<file path="src/rtl/mul_pkg.sv">
package mul_pkg;
    typedef enum logic {
        PH_IDLE = 1'b0,
        PH_RUN  = 1'b1
    } phase_e;
endpackage

</file>
<file path="src/rtl/mul_step_adder.sv">
module mul_step_adder #(
    parameter int W = 32
) (
    input  logic [W-1:0] hi_i,
    input  logic [W-1:0] mcand_i,
    input  logic         add_en_i,
    output logic [W:0]   sum_o
);
    always_comb begin
        if (add_en_i) begin
            sum_o = {1'b0, hi_i} + {1'b0, mcand_i};
        end else begin
            sum_o = {1'b0, hi_i};
        end
    end
endmodule

</file>
<file path="src/rtl/mul_iter_count.sv">
module mul_iter_count #(
    parameter int ITER = 32
) (
    input  logic clk,
    input  logic rst_n,
    input  logic clear_i,
    input  logic step_i,
    output logic last_o
);
    localparam int CW = (ITER > 1) ? $clog2(ITER) : 1;
    localparam logic [CW-1:0] LAST = CW'(ITER - 1);

    logic [CW-1:0] cnt_d, cnt_q;

    always_comb begin
        cnt_d = cnt_q;
        if (clear_i) begin
            cnt_d = '0;
        end else if (step_i) begin
            cnt_d = cnt_q + 1'b1;
        end
    end

    always_ff @(posedge clk or negedge rst_n) begin
        if (!rst_n) begin
            cnt_q <= '0;
        end else begin
            cnt_q <= cnt_d;
        end
    end

    assign last_o = (cnt_q == LAST);
endmodule

</file>
<file path="src/rtl/shift_add_mul.sv">
module shift_add_mul #(
    parameter int W = 32
) (
    input  logic           clk,
    input  logic           rst_n,
    input  logic           start_i,
    input  logic [W-1:0]   mcand_i,
    input  logic [W-1:0]   mplier_i,
    output logic           busy_o,
    output logic           done_o,
    output logic [2*W-1:0] product_o
);
    import mul_pkg::*;

    localparam int PW = 2 * W;

    typedef struct packed {
        phase_e          phase;
        logic            done;
        logic [W-1:0]    mcand;
        logic [PW-1:0]   acc;
    } state_t;

    state_t st_d, st_q;

    logic          accept;
    logic          running;
    logic          last_iter;
    logic [W:0]    sum;

    assign running = (st_q.phase == PH_RUN);
    assign accept  = start_i && !running;

    mul_step_adder #(.W(W)) u_adder (
        .hi_i     (st_q.acc[PW-1:W]),
        .mcand_i  (st_q.mcand),
        .add_en_i (st_q.acc[0]),
        .sum_o    (sum)
    );

    mul_iter_count #(.ITER(W)) u_count (
        .clk     (clk),
        .rst_n   (rst_n),
        .clear_i (accept),
        .step_i  (running),
        .last_o  (last_iter)
    );

    always_comb begin
        st_d      = st_q;
        st_d.done = 1'b0;
        if (accept) begin
            st_d.phase = PH_RUN;
            st_d.mcand = mcand_i;
            st_d.acc   = {{W{1'b0}}, mplier_i};
        end else if (running) begin
            st_d.acc = {sum, st_q.acc[W-1:1]};
            if (last_iter) begin
                st_d.phase = PH_IDLE;
                st_d.done  = 1'b1;
            end
        end
    end

    always_ff @(posedge clk or negedge rst_n) begin
        if (!rst_n) begin
            st_q <= '{phase: PH_IDLE, done: 1'b0, mcand: '0, acc: '0};
        end else begin
            st_q <= st_d;
        end
    end

    assign busy_o    = running;
    assign done_o    = st_q.done;
    assign product_o = st_q.acc;
endmodule

</file>
<file path="config.mk">
export PLATFORM = sky130hd
export DESIGN_NAME = shift_add_mul
export DESIGN_NICKNAME = d
export VERILOG_FILES = /design/src/rtl/mul_pkg.sv /design/src/rtl/mul_step_adder.sv /design/src/rtl/mul_iter_count.sv /design/src/rtl/shift_add_mul.sv
export SDC_FILE = /design/constraint.sdc
export NUM_CORES = 1
export LEC_CHECK = 0
export BUFFER_PORTS_ARGS = -buffer_cell sky130_fd_sc_hd__clkbuf_2
export CORE_ASPECT_RATIO = 0.9
export CORE_MARGIN = 5
export CORE_UTILIZATION = 31
export DETAILED_ROUTE_END_ITERATION = 16
export PLACE_DENSITY = 0.53
export SLEW_MARGIN = 15
export SYNTH_ARGS = -nofsm -noshare
export SYNTH_HDL_FRONTEND = slang
export SYNTH_HIERARCHICAL = 1
export SYNTH_SLANG_ARGS = --single-unit
</file>
<file path="constraint.sdc">
create_clock -name clk -period 3.54 [get_ports clk]
set_input_delay 0.354 -clock clk [delete_from_list [all_inputs] [get_ports clk]]
set_output_delay 0.354 -clock clk [all_outputs]
set_load 0.01 [all_outputs]
</file>
==> flow_summary.toml, run 1 <==
[status]
status = "complete, no violations"

[cts]
cts_max_level = 3
cts_tree = "done"
clk_transition_reported_paths_ps = 80
clock_path_buffers = 2
postCtsSetupRepairBufs = 0
cts-buffers-inserted = 9
cts.sinks = 103
clock_latency_ps = 360
root_buffer = "clkbuf_16"

[grt]
grt_overflow = 0
grt_pass1_wl_mm = 29.2
grt_pass1_vias = 5415
antenna_found_initial = 1
track_usage_pct = 13.7
grt_max_degree = 107

[pwr]
pwr-share-seq_pct = 27.6
swShare_pct = 44.5
power_leakage_nw = 3.69
internal_power_mw = 4.85
pwr-share-comb_pct = 60.2
power_frac_clock_pct = 12.2
ir_drop_uv = 323
powerDensity_nw_per_um2 = 1120
power_switching_mw = 3.89

[routing]
wl_mm = 17.8
dr.pass1.iters = 4
vias = 5245
via_per_inst = 4.96
ant_nets = 0
routedWlPerCell_um = 16.9
remaining_drc_errors = 0
drtIter0Drc = 346

[placement]
io_buffers = 132
dp_hpwl_mm = 13.2
gp_congestion = 0.855

[worst_setup_path]
end_kind = "flop"
cp_num_buf_inv = 0
max_stage_delay_ps = 410
start_kind = "flop"
crit_arrival_ps = 3170
critPathRequiredTime_ps = 3780
rr_worst_depth = 9
crit_cells = 9
worstSetupPathType = "flop to flop"
cp_slowest_cell = "dfrtp_1"
worst-path-max-fanout = 6
cp_top_family = "compound AO/OA/AOI/OAI gates"
crit_chain = "ha_1, fa_1, a21o_1, a221oi_4, a211oi_2, a211o_4, xor2_1, mux2_4, a22o_1"

[synthesis]
synth_edf_count = 0
avgSynthCellArea_um2 = 9.99
syn_nets = 808
synthArstFlopShare_pct = 100
yosysSeqAreaShare_pct = 36.6
ys_warn_count = 6
ys.flop_type = "dfrtp_1"
syn_inst = 706
synth_area_um2 = 7050
ys_seq_elements = 103
ys_types = 64

[timing]
period_share_pct = 82.5
grt_setup_unrepaired = "no"
worst_slew_pin_slew_ps = 1070
max_freq_ghz = 0.342
fin_skew_ps = 8.44
drv_slew = 0
setup_viol = 0
fin_crit_ps = 2920
slew_headroom_pct = 28.7
final-hold-violation-count = 0
tns_ps = 0

[floorplan]
die_h_um = 153
pin_count = 133
start_util_pct = 31.4
num_rows = 52
core_area_um2 = 22400
dieArea_um2 = 25900
die_w_um = 169

[finish]
final_nets = 856
layout-drive-gt1-share_pct = 28.9
area_growth_pct = 10.5
fin_util_pct = 34.7

[hold_path]
holdPathStages = 2
hold_path_class = "primary input to flop"

[job]
drv_cap = 0
## cell type report
cell class                      instances  area (um2)
Fill cell                            2329       14700
Sequential cell                       103        2580
Multi-Input combinational cell        494        3760
Antenna cell                            1        2.50
Tap cell                              297         372
Inverter                                6        22.5
Clock inverter                          6        73.8
Timing Repair Buffer                  140         738
Clock buffer                           10         239
## logic make-up after synthesis
family / count (synthesis) / synth area share (%)
XOR/XNOR: 21 / 2.61
adder cells (fa/ha/maj): 35 / 6.32
flip-flops: 103 / 36.6
AND/OR/NAND/NOR: 164 / 11.2
AO/OA/AOI/OAI: 187 / 18.3
buffers and inverters: 109 / 10.1
multiplexers: 87 / 14.9
## flip-flops by register name, indices dropped and copies added, names as in the netlist
signal	count
product_o	64
st_q	32
u_count/cnt_q	5
busy_o	1
done_o	1
## layout by cell type (no fill, tap or decap), types with 6 or more instances in the layout
cell	count
a21o_1	10
a21oi_1	40
a22o_1	32
buf_4	7
clkbuf_16	9
clkbuf_2	131
dfrtp_1	102
ha_1	34
inv_1	6
mux2_2	18
mux2_4	31
mux2i_1	38
nand2_1	73
nand3_1	14
nand4_1	14
nor2_1	26
nor3_1	8
o21ai_0	51
o21bai_1	7
xnor2_1	14
xor2_1	7
## cells in the mapped netlist, types with 8 or more instances
cell / n / area [um2]
buf_2: 14 / 70.1
mux2i_1: 38 / 380
nand3_1: 14 / 70.1
buf_4: 64 / 480
nor3_1: 8 / 40.0
nor2_1: 26 / 97.6
ha_1: 34 / 425
dfrtp_1: 103 / 2580
a22o_1: 32 / 280
mux2_2: 18 / 203
mux2_4: 31 / 465
xnor2_1: 14 / 123
a21oi_1: 40 / 200
a21o_1: 10 / 75.1
o21ai_0: 51 / 255
clkbuf_1: 19 / 71.3
nand4_1: 14 / 87.6
nand2_1: 73 / 274
## power groups by stage
stage	clock (mW)	sequential [mW]	combinational (mW)
global route	1.14	2.52	5.85
finish	1.07	2.41	5.26
floorplan	0	2.15	4.62
global placement	0	2.44	5.24
CTS	1.12	2.43	5.27
detailed placement	0	2.44	5.22
## metrics by stage
stage	total power [mW]	cell area (um2)	setup WS (ps)	cells	hold slack [ps]
floorplan	6.77	7050	788	706	58.4
global placement	7.68	7460	662	1039	377
detailed placement	7.66	7460	628	1039	379
CTS	8.81	7790	607	1056	206
global route	9.51	7790	445	1057	207
finish	8.74	7790	618	1057	222
## layer usage
layer | wire (um) | vias to the layer above | global-route usage (%)
met5 | 0 | - | 0
met4 | 366 | 0 | 3.94
met3 | 842 | 18 | 2.79
met2 | 8140 | 111 | 22.0
met1 | 8490 | 2499 | 18.8
li1 | - | 2617 | -
## repair_timing
action / 4_1_cts / 5_1_grt
hold buffers: 1 / 0
resized for setup: 0 / 0
endpoints found under the hold margin: 2 / 0
## path summary, 6_finish.rpt
path	start	to	slack [ps]
min reg2reg	product_o[17]	product_o[16]	510
max	product_o[32]	product_o[45]	620
min in group asynchronous	rst_n	product_o[52]	530
max reg2reg	product_o[32]	product_o[45]	620
max in group asynchronous	rst_n	product_o[38]	2220
min	mcand_i[2]	st_q[66]	220
Note: power is estimated with default switching activity, not from simulation.
==> inputs of run 2 (changes only) <==
clock period = 2.8 ns   (was 3.54 ns; I/O delays follow)
==> run 2 against run 1 <==
Total power increased by 32%. Design area increased by 2.8%. Flip-flop and latch count unchanged. Count of clock-buffer cells in the layout unchanged. Combinational power increased by 37%. Global-route usage increased by 0.44 points. Worst setup slack got worse by 530 ps. Register-to-register slack got worse by 530 ps.
==> flow_summary.toml, run 2 (synthesis results as in run 1) <==
[cts]
postCtsSetupRepairBufs = 0
cts-buffers-inserted = 9
clk_transition_reported_paths_ps = 80
clock_path_buffers = 2
clock_latency_ps = 360
root_buffer = "clkbuf_16"
cts_max_level = 3
cts_tree = "done"
cts.sinks = 103

[routing]
drtIter0Drc = 287
remaining_drc_errors = 0
via_per_inst = 4.93
ant_nets = 0
dr.pass1.iters = 4
wl_mm = 18.4
routedWlPerCell_um = 17.0
vias = 5324

[timing]
fin_skew_ps = 13.9
grt_setup_unrepaired = "no"
period_share_pct = 96.9
setup_slack_ps = 87.6
max_freq_ghz = 0.369
setup_viol = 0
tns_ps = 0
worst_slew_pin_slew_ps = 707
whs_ps = 148
fin_crit_ps = 2710
slew_headroom_pct = 52.8
drv_slew = 0
final-hold-violation-count = 0

[worst_setup_path]
critPathRequiredTime_ps = 3040
start_kind = "flop"
crit_arrival_ps = 2960
end_kind = "flop"
worst-path-max-fanout = 6
worstSetupPathType = "flop to flop"

[floorplan]
dieArea_um2 = 25900
start_util_pct = 31.4
num_rows = 52
die_h_um = 153
core_area_um2 = 22400
pin_count = 133
die_w_um = 169

[grt]
grt_pass1_wl_mm = 29.9
track_usage_pct = 14.2
grt_overflow = 0
grt_max_degree = 75
antenna_found_initial = 0
grt_pass1_vias = 5472

[finish]
layout_commonest_cell = "clkbuf_2"
final_cell_mix = "clkbuf_2 (131), dfrtp_1 (102), nand2_1 (73)"
layout-drive-gt1-share_pct = 31.5
area_growth_pct = 13.6
fin_util_pct = 35.7
num_antenna_cells = 0
final_nets = 881
largest_register_ffs = 64
nFillCells = 2333

[placement]
dpl_worst_slack_ps = 61.6
gp_congestion = 0.880
io_buffers = 132
dp_hpwl_mm = 13.7

[job]
drv_cap = 0

[pwr]
powerDensity_nw_per_um2 = 1440
power_leakage_nw = 3.81
ir_drop_uv = 413

[hold_path]
hold_path_class = "primary input to flop"

[status]
status = "complete, no violations"
run 2: worst paths after layout:
path,startpoint,endpoint,slack [ps],depth (start not counted)
worst max-delay path,st_q[64],product_o[45],90,9
worst min-delay path,mcand_i[2],st_q[66],150,2
worst max register to register,st_q[64],product_o[45],90,9
worst min register to register,product_o[23],product_o[22],510,2
max in group asynchronous,rst_n,busy_o,1540,3
min in group asynchronous,rst_n,st_q[88],510,2
run 2: power breakdown:
group	switching (mW)	total [mW]	internal, mW
registers	0.734	2.98	2.25
clock network	0.613	1.32	0.711
logic	3.75	7.20	3.45
total	5.10	11.5	6.41
run 2: final cells by class:
type	count	area, um2	share of cell area [%]
clock buffer	10	229	2.86
clock inverter	6	76.3	0.953
inverter	6	22.5	0.281
multi-input combinational	494	3790	47.3
sequential	103	2580	32.2
tap	297	372	4.64
timing repair buffer	165	942	11.8
run 2: metrics by stage:
step	total power, mW	std cells	cell area [um2]
after global placement	10.1	1064	7660
after CTS	11.5	1081	7980
after global routing	12.5	1081	8010
after floorplan	8.56	706	7050
after detailed placement	10.1	1064	7660
final	11.5	1081	8010
run 2: layer usage:
layer	share of wire, %	vias to the layer above	track usage [%]
met5	0	-	0
met4	2.1	0	4.21
met3	4.6	19	3.31
met2	44	99	21.8
met1	49	2550	19.8
li1	-	2656	-
run 2: worst max-delay path, stage by stage, from the launching register on:
cell	delay, ps
dfrtp_1	390
ha_2	210
fa_2	350
a21o_1	230
a221oi_4	300
a211oi_2	130
a211o_4	360
xor2_1	150
mux2_4	260
a22o_1	220
run 2: repair_timing:
| item | CTS | global route |
|---|---|---|
| endpoints found under the setup margin | 0 | 8 |
| hold buffers | 1 | 0 |
| resized for setup | 0 | 6 |
| hold endpoints to repair | 48 | 0 |
